$ cat src/rtl/bwb_pkg.sv
package bwb_pkg;

  // Register map (index values the bridge recognises)
  localparam logic [31:0] IDX_CTRL   = 32'h00;
  localparam logic [31:0] IDX_IDENT  = 32'h04;
  localparam logic [31:0] IDX_CNT0   = 32'h08;
  localparam logic [31:0] IDX_CNT1   = 32'h0C;
  localparam logic [31:0] IDX_SHADOW = 32'h10;
  localparam logic [31:0] IDX_PCTRL  = 32'h20;

  // What a host address refers to
  typedef enum logic [1:0] {
    SRC_NONE  = 2'd0,
    SRC_INDEX = 2'd1,
    SRC_LANE  = 2'd2
  } hsrc_e;

  // How an index is served
  typedef enum logic [1:0] {
    KIND_UNMAPPED = 2'd0,
    KIND_FWD      = 2'd1,
    KIND_IDENT    = 2'd2
  } rkind_e;

  function automatic rkind_e classify(input logic [31:0] idx);
    rkind_e k;
    case (idx)
      IDX_IDENT:                                         k = KIND_IDENT;
      IDX_CTRL, IDX_CNT0, IDX_CNT1, IDX_SHADOW, IDX_PCTRL: k = KIND_FWD;
      default:                                           k = KIND_UNMAPPED;
    endcase
    return k;
  endfunction

endpackage

$ cat src/rtl/bwb_host_decode.sv
module bwb_host_decode
  import bwb_pkg::*;
#(
  parameter int HADDR_W   = 3,
  parameter int LANES     = 4,
  parameter int DATA_BASE = 4,
  localparam int LANE_W   = (LANES > 1) ? $clog2(LANES) : 1
) (
  input  logic [HADDR_W-1:0] addr_i,
  output hsrc_e              src_o,
  output logic [LANE_W-1:0]  lane_o
);

  logic [HADDR_W-1:0] offs;

  always_comb begin
    offs   = addr_i - HADDR_W'(DATA_BASE);
    src_o  = SRC_NONE;
    lane_o = '0;
    if (addr_i == '0) begin
      src_o = SRC_INDEX;
    end else if ((int'(addr_i) >= DATA_BASE) && (int'(addr_i) < DATA_BASE + LANES)) begin
      src_o  = SRC_LANE;
      lane_o = offs[LANE_W-1:0];
    end
  end

endmodule

$ cat src/rtl/bwb_index_map.sv
module bwb_index_map
  import bwb_pkg::*;
#(
  parameter int IDX_W = 8
) (
  input  logic [IDX_W-1:0] idx_i,
  output rkind_e           kind_o
);

  always_comb kind_o = classify(32'(idx_i));

endmodule

$ cat src/rtl/bwb_write_stage.sv
module bwb_write_stage
  import bwb_pkg::*;
#(
  parameter int DATA_W = 32,
  parameter int BYTE_W = 8,
  localparam int LANES  = DATA_W / BYTE_W,
  localparam int LANE_W = (LANES > 1) ? $clog2(LANES) : 1,
  localparam int LAST   = LANES - 1
) (
  input  logic              clk,
  input  logic              rst,
  input  logic              wr_lane_i,
  input  logic [LANE_W-1:0] lane_i,
  input  logic [BYTE_W-1:0] byte_i,
  input  rkind_e            kind_i,
  output logic              reg_we_o,
  output logic [DATA_W-1:0] reg_wdata_o
);

  logic [BYTE_W-1:0] stage_q [LANES-1];
  wire  [DATA_W-1:0] commit_word;

  // Lanes 0..LAST-1 collect into staging; lane 0 is the top byte
  for (genvar l = 0; l < LAST; l++) begin : g_stage
    always_ff @(posedge clk) begin
      if (rst) begin
        stage_q[l] <= '0;
      end else if (wr_lane_i && (lane_i == LANE_W'(l))) begin
        stage_q[l] <= byte_i;
      end
    end
    assign commit_word[DATA_W-1-l*BYTE_W -: BYTE_W] = stage_q[l];
  end
  assign commit_word[BYTE_W-1:0] = byte_i;

  wire last_lane_wr = wr_lane_i && (lane_i == LANE_W'(LAST));

  always_ff @(posedge clk) begin
    if (rst) begin
      reg_we_o    <= 1'b0;
      reg_wdata_o <= '0;
    end else begin
      reg_we_o <= 1'b0;
      if (last_lane_wr && (kind_i == KIND_FWD)) begin
        reg_we_o    <= 1'b1;
        reg_wdata_o <= commit_word;
      end
    end
  end

  // a strobe only ever follows a write to the last lane
  p_we_after_last_lane_r6: assert property (@(posedge clk) disable iff (rst)
    reg_we_o |-> $past(wr_lane_i && (lane_i == LANE_W'(LAST))));

  // staging of lane 0 only moves when lane 0 is written
  p_stage_hold_r6: assert property (@(posedge clk) disable iff (rst)
    !(wr_lane_i && (lane_i == '0)) |=> $stable(stage_q[0]));

endmodule

$ cat src/rtl/bwb_read_path.sv
module bwb_read_path
  import bwb_pkg::*;
#(
  parameter int DATA_W = 32,
  parameter int BYTE_W = 8,
  parameter int IDX_W  = 8,
  localparam int LANES  = DATA_W / BYTE_W,
  localparam int LANE_W = (LANES > 1) ? $clog2(LANES) : 1
) (
  input  logic              clk,
  input  logic              rst,
  input  logic              rd_i,
  input  hsrc_e             src_i,
  input  logic [LANE_W-1:0] lane_i,
  input  rkind_e            kind_i,
  input  logic [IDX_W-1:0]  idx_i,
  input  logic [DATA_W-1:0] reg_rdata_i,
  input  logic [DATA_W-1:0] id_word_i,
  output logic              reg_re_o,
  output logic [BYTE_W-1:0] host_rdata_o,
  output logic              host_rvalid_o
);

  // Stage 1: request registered, register bus read in flight
  logic              s1_valid;
  hsrc_e             s1_src;
  logic [LANE_W-1:0] s1_lane;
  rkind_e            s1_kind;
  logic [IDX_W-1:0]  s1_idx;

  always_ff @(posedge clk) begin
    if (rst) begin
      s1_valid <= 1'b0;
      s1_src   <= SRC_NONE;
      s1_lane  <= '0;
      s1_kind  <= KIND_UNMAPPED;
      s1_idx   <= '0;
      reg_re_o <= 1'b0;
    end else begin
      s1_valid <= rd_i;
      s1_src   <= src_i;
      s1_lane  <= lane_i;
      s1_kind  <= kind_i;
      s1_idx   <= idx_i;
      reg_re_o <= rd_i && (src_i == SRC_LANE) && (lane_i == '0) && (kind_i == KIND_FWD);
    end
  end

  // Word source for a lane-0 read
  logic [DATA_W-1:0] fresh_word;
  logic [DATA_W-1:0] snap_q;

  always_comb begin
    case (s1_kind)
      KIND_FWD:   fresh_word = reg_rdata_i;
      KIND_IDENT: fresh_word = id_word_i;
      default:    fresh_word = '0;
    endcase
  end

  wire [BYTE_W-1:0] fresh_b [LANES];
  wire [BYTE_W-1:0] snap_b  [LANES];
  for (genvar l = 0; l < LANES; l++) begin : g_lane
    assign fresh_b[l] = fresh_word[DATA_W-1-l*BYTE_W -: BYTE_W];
    assign snap_b[l]  = snap_q[DATA_W-1-l*BYTE_W -: BYTE_W];
  end

  wire s1_first = s1_valid && (s1_src == SRC_LANE) && (s1_lane == '0);

  logic [BYTE_W-1:0] out_byte;
  always_comb begin
    case (s1_src)
      SRC_INDEX: out_byte = BYTE_W'(s1_idx);
      SRC_LANE:  out_byte = (s1_lane == '0) ? fresh_b[0] : snap_b[s1_lane];
      default:   out_byte = '0;
    endcase
  end

  // Stage 2: response and snapshot
  always_ff @(posedge clk) begin
    if (rst) begin
      host_rvalid_o <= 1'b0;
      host_rdata_o  <= '0;
      snap_q        <= '0;
    end else begin
      host_rvalid_o <= s1_valid;
      if (s1_valid) host_rdata_o <= out_byte;
      if (s1_first) snap_q <= fresh_word;
    end
  end

  // every response lies two cycles behind its request
  p_rvalid_latency_r10: assert property (@(posedge clk) disable iff (rst)
    host_rvalid_o |-> $past(rd_i, 2));

  // read strobe only from a lane-0 request
  p_re_from_lane0_r4: assert property (@(posedge clk) disable iff (rst)
    reg_re_o |-> $past(rd_i && (src_i == SRC_LANE) && (lane_i == '0)));

  // snapshot only changes after a lane-0 read
  p_snapshot_hold_r5: assert property (@(posedge clk) disable iff (rst)
    !s1_first |=> $stable(snap_q));

endmodule

$ cat src/rtl/byte_window_bridge.sv
module byte_window_bridge
  import bwb_pkg::*;
#(
  parameter int          DATA_W    = 32,
  parameter int          BYTE_W    = 8,
  parameter int          IDX_W     = 8,
  parameter int          HADDR_W   = 3,
  parameter int          DATA_BASE = 4,
  parameter logic [15:0] ID_VENDOR = 16'h5C3E,
  parameter logic [3:0]  ID_PORTS  = 4'd2,
  parameter logic [3:0]  ID_IMPL   = 4'd1,
  parameter logic [3:0]  ID_VERS   = 4'd3,
  localparam int LANES  = DATA_W / BYTE_W,
  localparam int LANE_W = (LANES > 1) ? $clog2(LANES) : 1
) (
  input  logic               clk,
  input  logic               rst,
  input  logic [HADDR_W-1:0] host_addr,
  input  logic               host_wr,
  input  logic               host_rd,
  input  logic [BYTE_W-1:0]  host_wdata,
  output logic [BYTE_W-1:0]  host_rdata,
  output logic               host_rvalid,
  output logic [IDX_W-1:0]   reg_idx,
  output logic [DATA_W-1:0]  reg_wdata,
  output logic               reg_we,
  output logic               reg_re,
  input  logic [DATA_W-1:0]  reg_rdata
);

  localparam logic [31:0] ID_WORD = {ID_VENDOR, ID_PORTS, 4'h0, ID_IMPL, ID_VERS};

  hsrc_e             src;
  logic [LANE_W-1:0] lane;
  rkind_e            kind;
  logic [IDX_W-1:0]  idx_q;
  logic [DATA_W-1:0] id_word;

  assign id_word = DATA_W'(ID_WORD);

  bwb_host_decode #(
    .HADDR_W  (HADDR_W),
    .LANES    (LANES),
    .DATA_BASE(DATA_BASE)
  ) u_decode (
    .addr_i(host_addr),
    .src_o (src),
    .lane_o(lane)
  );

  // Index latch: written only through offset 0
  always_ff @(posedge clk) begin
    if (rst) begin
      idx_q <= '0;
    end else if (host_wr && (src == SRC_INDEX)) begin
      idx_q <= IDX_W'(host_wdata);
    end
  end
  assign reg_idx = idx_q;

  bwb_index_map #(.IDX_W(IDX_W)) u_map (
    .idx_i (idx_q),
    .kind_o(kind)
  );

  bwb_write_stage #(
    .DATA_W(DATA_W),
    .BYTE_W(BYTE_W)
  ) u_wr (
    .clk        (clk),
    .rst        (rst),
    .wr_lane_i  (host_wr && (src == SRC_LANE)),
    .lane_i     (lane),
    .byte_i     (host_wdata),
    .kind_i     (kind),
    .reg_we_o   (reg_we),
    .reg_wdata_o(reg_wdata)
  );

  bwb_read_path #(
    .DATA_W(DATA_W),
    .BYTE_W(BYTE_W),
    .IDX_W (IDX_W)
  ) u_rd (
    .clk          (clk),
    .rst          (rst),
    .rd_i         (host_rd && !host_wr),
    .src_i        (src),
    .lane_i       (lane),
    .kind_i       (kind),
    .idx_i        (idx_q),
    .reg_rdata_i  (reg_rdata),
    .id_word_i    (id_word),
    .reg_re_o     (reg_re),
    .host_rdata_o (host_rdata),
    .host_rvalid_o(host_rvalid)
  );

  // quiet outputs in the first cycle after reset
  p_reset_idle_r1: assert property (@(posedge clk) disable iff (rst)
    $past(rst) |-> (!host_rvalid && !reg_we && !reg_re));

  // the index only moves on an index-port write
  p_index_hold_r2: assert property (@(posedge clk) disable iff (rst)
    !$past(host_wr && (host_addr == '0)) |-> $stable(reg_idx));

  // strobes only ever reach forwarded indices
  p_we_mapped_r8: assert property (@(posedge clk) disable iff (rst)
    reg_we |-> (classify(32'(reg_idx)) == KIND_FWD));

  p_re_mapped_r8: assert property (@(posedge clk) disable iff (rst)
    reg_re |-> (classify(32'(reg_idx)) == KIND_FWD));

endmodule

$ cat config.mk
export PLATFORM = sky130hd
export DESIGN_NAME = byte_window_bridge
export DESIGN_NICKNAME = d
export VERILOG_FILES = /design/src/rtl/bwb_pkg.sv /design/src/rtl/bwb_host_decode.sv /design/src/rtl/bwb_index_map.sv /design/src/rtl/bwb_write_stage.sv /design/src/rtl/bwb_read_path.sv /design/src/rtl/byte_window_bridge.sv
export SDC_FILE = /design/constraint.sdc
export NUM_CORES = 1
export LEC_CHECK = 0
export ABC_CLOCK_PERIOD_IN_PS = 1750
export CAP_MARGIN = 20
export CORE_MARGIN = 3
export CORE_UTILIZATION = 50
export DETAILED_ROUTE_END_ITERATION = 10
export HOLD_SLACK_MARGIN = 0.05
export PLACE_DENSITY = 0.78
export SKIP_LAST_GASP = 1
export SLEW_MARGIN = 15
export SYNTH_ARGS = -nofsm -noshare
export SYNTH_HDL_FRONTEND = slang
export SYNTH_SLANG_ARGS = --single-unit
$ cat constraint.sdc
create_clock -name clk -period 1.75 [get_ports clk]
set_clock_uncertainty 0.05 [all_clocks]
set_input_delay 0.175 -clock clk [delete_from_list [all_inputs] [get_ports clk]]
set_output_delay 0.175 -clock clk [all_outputs]
set_load 0.005 [all_outputs]
==> results.toml <==
[global_routing]
grt_overflow = 0
grt_pass1_wl_mm = 19.43
grt_max_degree = 29
grt_pass1_vias = 3907
grt.total_usage = 0.2190
antenna_found_initial = 0

[floorplan]
die_y_um = 106.2
die_w_um = 106.2
num_io_pins = 98
initial_utilization = 0.5280
core_um2 = 9503
rows = 35
dieArea_um2 = 11270

[clocking]
cts_buffer_depth = 2
cts_tree = "done"
cts_buffers = 17
clk_pin_slew_ns = 0.06
post-cts-setup-buffers = 0
cts_root_buf = "clkbuf_8"
clk_latency_ns = 0.50
cts.sinks = 114
h-tree-depth = 4

[worst_setup_path]
end_kind = "output port"
worstPathCellList = "buf_4, clkdlybuf4s50_1"
critical_path_peak_fanout = 4
arrival_ns = 1.47
cp_slowest_cell = "clkdlybuf4s50_1"
crit_type = "flip-flop to output port"
slowest_delay_ns = 0.49
critPathLaunchType = "flip-flop"
crit_required_ns = 1.52

[power]
power_frac_seq = 0.400
power_switching_uw = 1511
ir_worst_vdd_mv = 0.5605
power_uw = 6961
power.leakage_uw = 0.002437
p_clk_frac = 0.526
swShare = 0.2170
p_comb_frac = 0.074
p_int_uw = 5450
p_per_area_nw_per_um2 = 1014

[timing]
fin_crit_sh = 0.9673
rsz0062_at_grt = "no"
hold_violations = 0
tightest_slew_ns = 0.5148
period_needed_ns = 1.693
slew_headroom = 0.6532
final_max_slew_viol_count = 0
finalSetupViolCount = 0
timing.fmax_mhz = 590.8

[layout]
fillers = 706
nets = 662
fin_cells = 753
stdcell_area_um2 = 6862
diodes = 0
layout-drive-gt1-share = 0.1314
synthToLayoutAreaGrowth_pct = 36.76

[place]
port_buffers = 97
dpl.cell_count = 719
postPlaceCellArea_um2 = 6193
place.gp.congestion = 0.8232
hpwl_mm = 8.400

[yosys]
syn_area_um2 = 5017
ys_warn_count = 0
synth-seq-cells = 114
synth_cell_types = 41
yosysSeqAreaShare = 0.5027
syn_area_per_cell_um2 = 10.05
ys.flop_type = "dfxtp_1"
synth.net_count = 550
synth-edff-count = 24
async_reset_ff_frac = 0
synth_cells = 499

[routing]
via_per_inst = 5.240
vias = 3946
avgRoutedWirePerCell_um = 15.76
route.detailed.drc = 0
drt_wl_total_mm = 11.87
ant_nets = 0
drt_iter0_markers = 160
first_pass_iters = 4

[outcome]
status = "completed"

[min_path]
hold_class = "input port to flip-flop"

[job]
drv_cap = 0
[placed cells by master, fill, tap and decap left out, types with 6 or more instances in the layout]
| cell type | netlist | routed |
|---|---|---|
| and2_1 | 26 | 26 |
| edfxtp_1 | 24 | 24 |
| nor3_1 | 6 | 6 |
| a21oi_1 | 49 | 49 |
| clkbuf_16 | 0 | 17 |
| nand2b_1 | 70 | 70 |
| dfxtp_1 | 90 | 85 |
| buf_4 | 4 | 30 |
| or3_1 | 9 | 9 |
| nor2b_1 | 15 | 15 |
| clkdlybuf4s50_1 | 0 | 96 |
| nand3_1 | 15 | 15 |
| nand2_1 | 49 | 49 |
| mux2i_1 | 40 | 40 |
| nand4b_1 | 8 | 8 |
[sequential cells by signal, indices dropped and copies added, names as in the netlist]
signal              cells
reg_idx                 8
reg_wdata              24
u_rd.host_rdata_o       8
u_rd.host_rvalid_o      1
u_rd.reg_re_o           1
u_rd.s1_idx             8
u_rd.s1_kind            2
u_rd.s1_lane            2
u_rd.s1_src             2
u_rd.s1_valid           1
u_rd.snap_b            24
u_wr.reg_wdata_o        8
u_wr.reg_we_o           1
u_wr.stage_q           24
[kinds of logic after synthesis]
kind of cell	share of synthesized area
compound gates	0.08429
fa+ha+maj	0.009975
buf+inv	0.04688
flops	0.5027
mux	0.07980
simple gates	0.2763
[layer usage]
layer	global-route usage	part of all wire	vias up
met5	0	0	-
met4	0.06660	0.013	0
met3	0.05222	0.048	14
met2	0.3824	0.51	107
met1	0.2672	0.43	1876
li1	-	-	1949
[power by group through the flow]
| stage | Combinational, uW | Clock [uW] | Sequential, uW |
|---|---|---|---|
| finish | 513 | 3660 | 2790 |
| global route | 558 | 3820 | 2790 |
| CTS | 508 | 3710 | 2790 |
| detailed placement | 501 | 0 | 2840 |
| global placement | 489 | 0 | 2840 |
| floorplan | 256 | 0 | 2840 |
[final cells by class]
type	instances	area (um^2)	share of cell area
Inverter	5	18.77	0.002735
Tap cell	129	161.4	0.02352
Clock inverter	14	201.4	0.02936
Clock buffer	18	439.2	0.06400
Sequential cell	114	2529	0.3685
Timing Repair Buffer	130	1241	0.1809
Multi-Input combinational cell	343	2271	0.3310
[Yosys cell counts, types with 2 or more instances]
library cell	n	area share
nand2b_1	70	0.087
or3_1	9	0.011
buf_4	4	0.0060
dfxtp_1	90	0.36
nand2_1	49	0.037
nand3_1	15	0.015
nand4bb_1	5	0.011
inv_1	5	0.0037
a211oi_1	2	0.0030
buf_2	10	0.010
o21ai_0	5	0.0050
a21oi_1	49	0.049
a31oi_1	4	0.0050
a221o_1	4	0.0080
nor3_1	6	0.0060
mux2i_1	40	0.080
nor2b_1	15	0.019
o21bai_1	3	0.0045
clkbuf_1	17	0.013
or2_2	5	0.0062
and2_1	26	0.032
ha_1	4	0.010
or4bb_1	4	0.0090
buf_6	6	0.013
a41o_1	4	0.0080
nand4b_1	8	0.014
edfxtp_1	24	0.14
nor3b_1	3	0.0045
[critical path: cells and delay by family, from the launching register on]
kind,cells,cell delay [ns]
buf+inv,2,0.63
flops,1,0.34
[what timing repair did]
action                                 in CTS  in global routing
gates resized for setup                     2                  5
gates cloned                                0                  1
setup endpoints to repair                   2                 16
endpoints found under the hold margin       7                  0
hold buffers                                1                  0
[through the flow]
stage	util	TNS, ns	setup slack (ns)	hold slack [ns]
3_3_place_gp	0.6517	0	0.04942	0.3911
6_report	0.7221	0	0.05730	0.1863
3_5_place_dp	0.6517	-0.02451	-0.01579	0.3955
4_1_cts	0.7205	0	0.002091	0.1602
2_1_floorplan	-	0	0.1385	0.2011
5_1_grt	0.7221	0	0.004314	0.1737
[path summary, 6_finish.rpt]
path	startpoint	to	slack (ns)	cells past startpoint
worst max-delay path	reg_idx[5]	reg_idx[5]	0.06	2
worst max register to register	reg_idx[0]	u_wr.reg_we_o	0.09	3
worst min-delay path	reg_rdata[7]	u_rd.snap_b[7]	0.19	3
worst min register to register	u_rd.snap_b[1]	u_rd.snap_b[1]	0.40	2
Power figures use the tool's default switching activity.
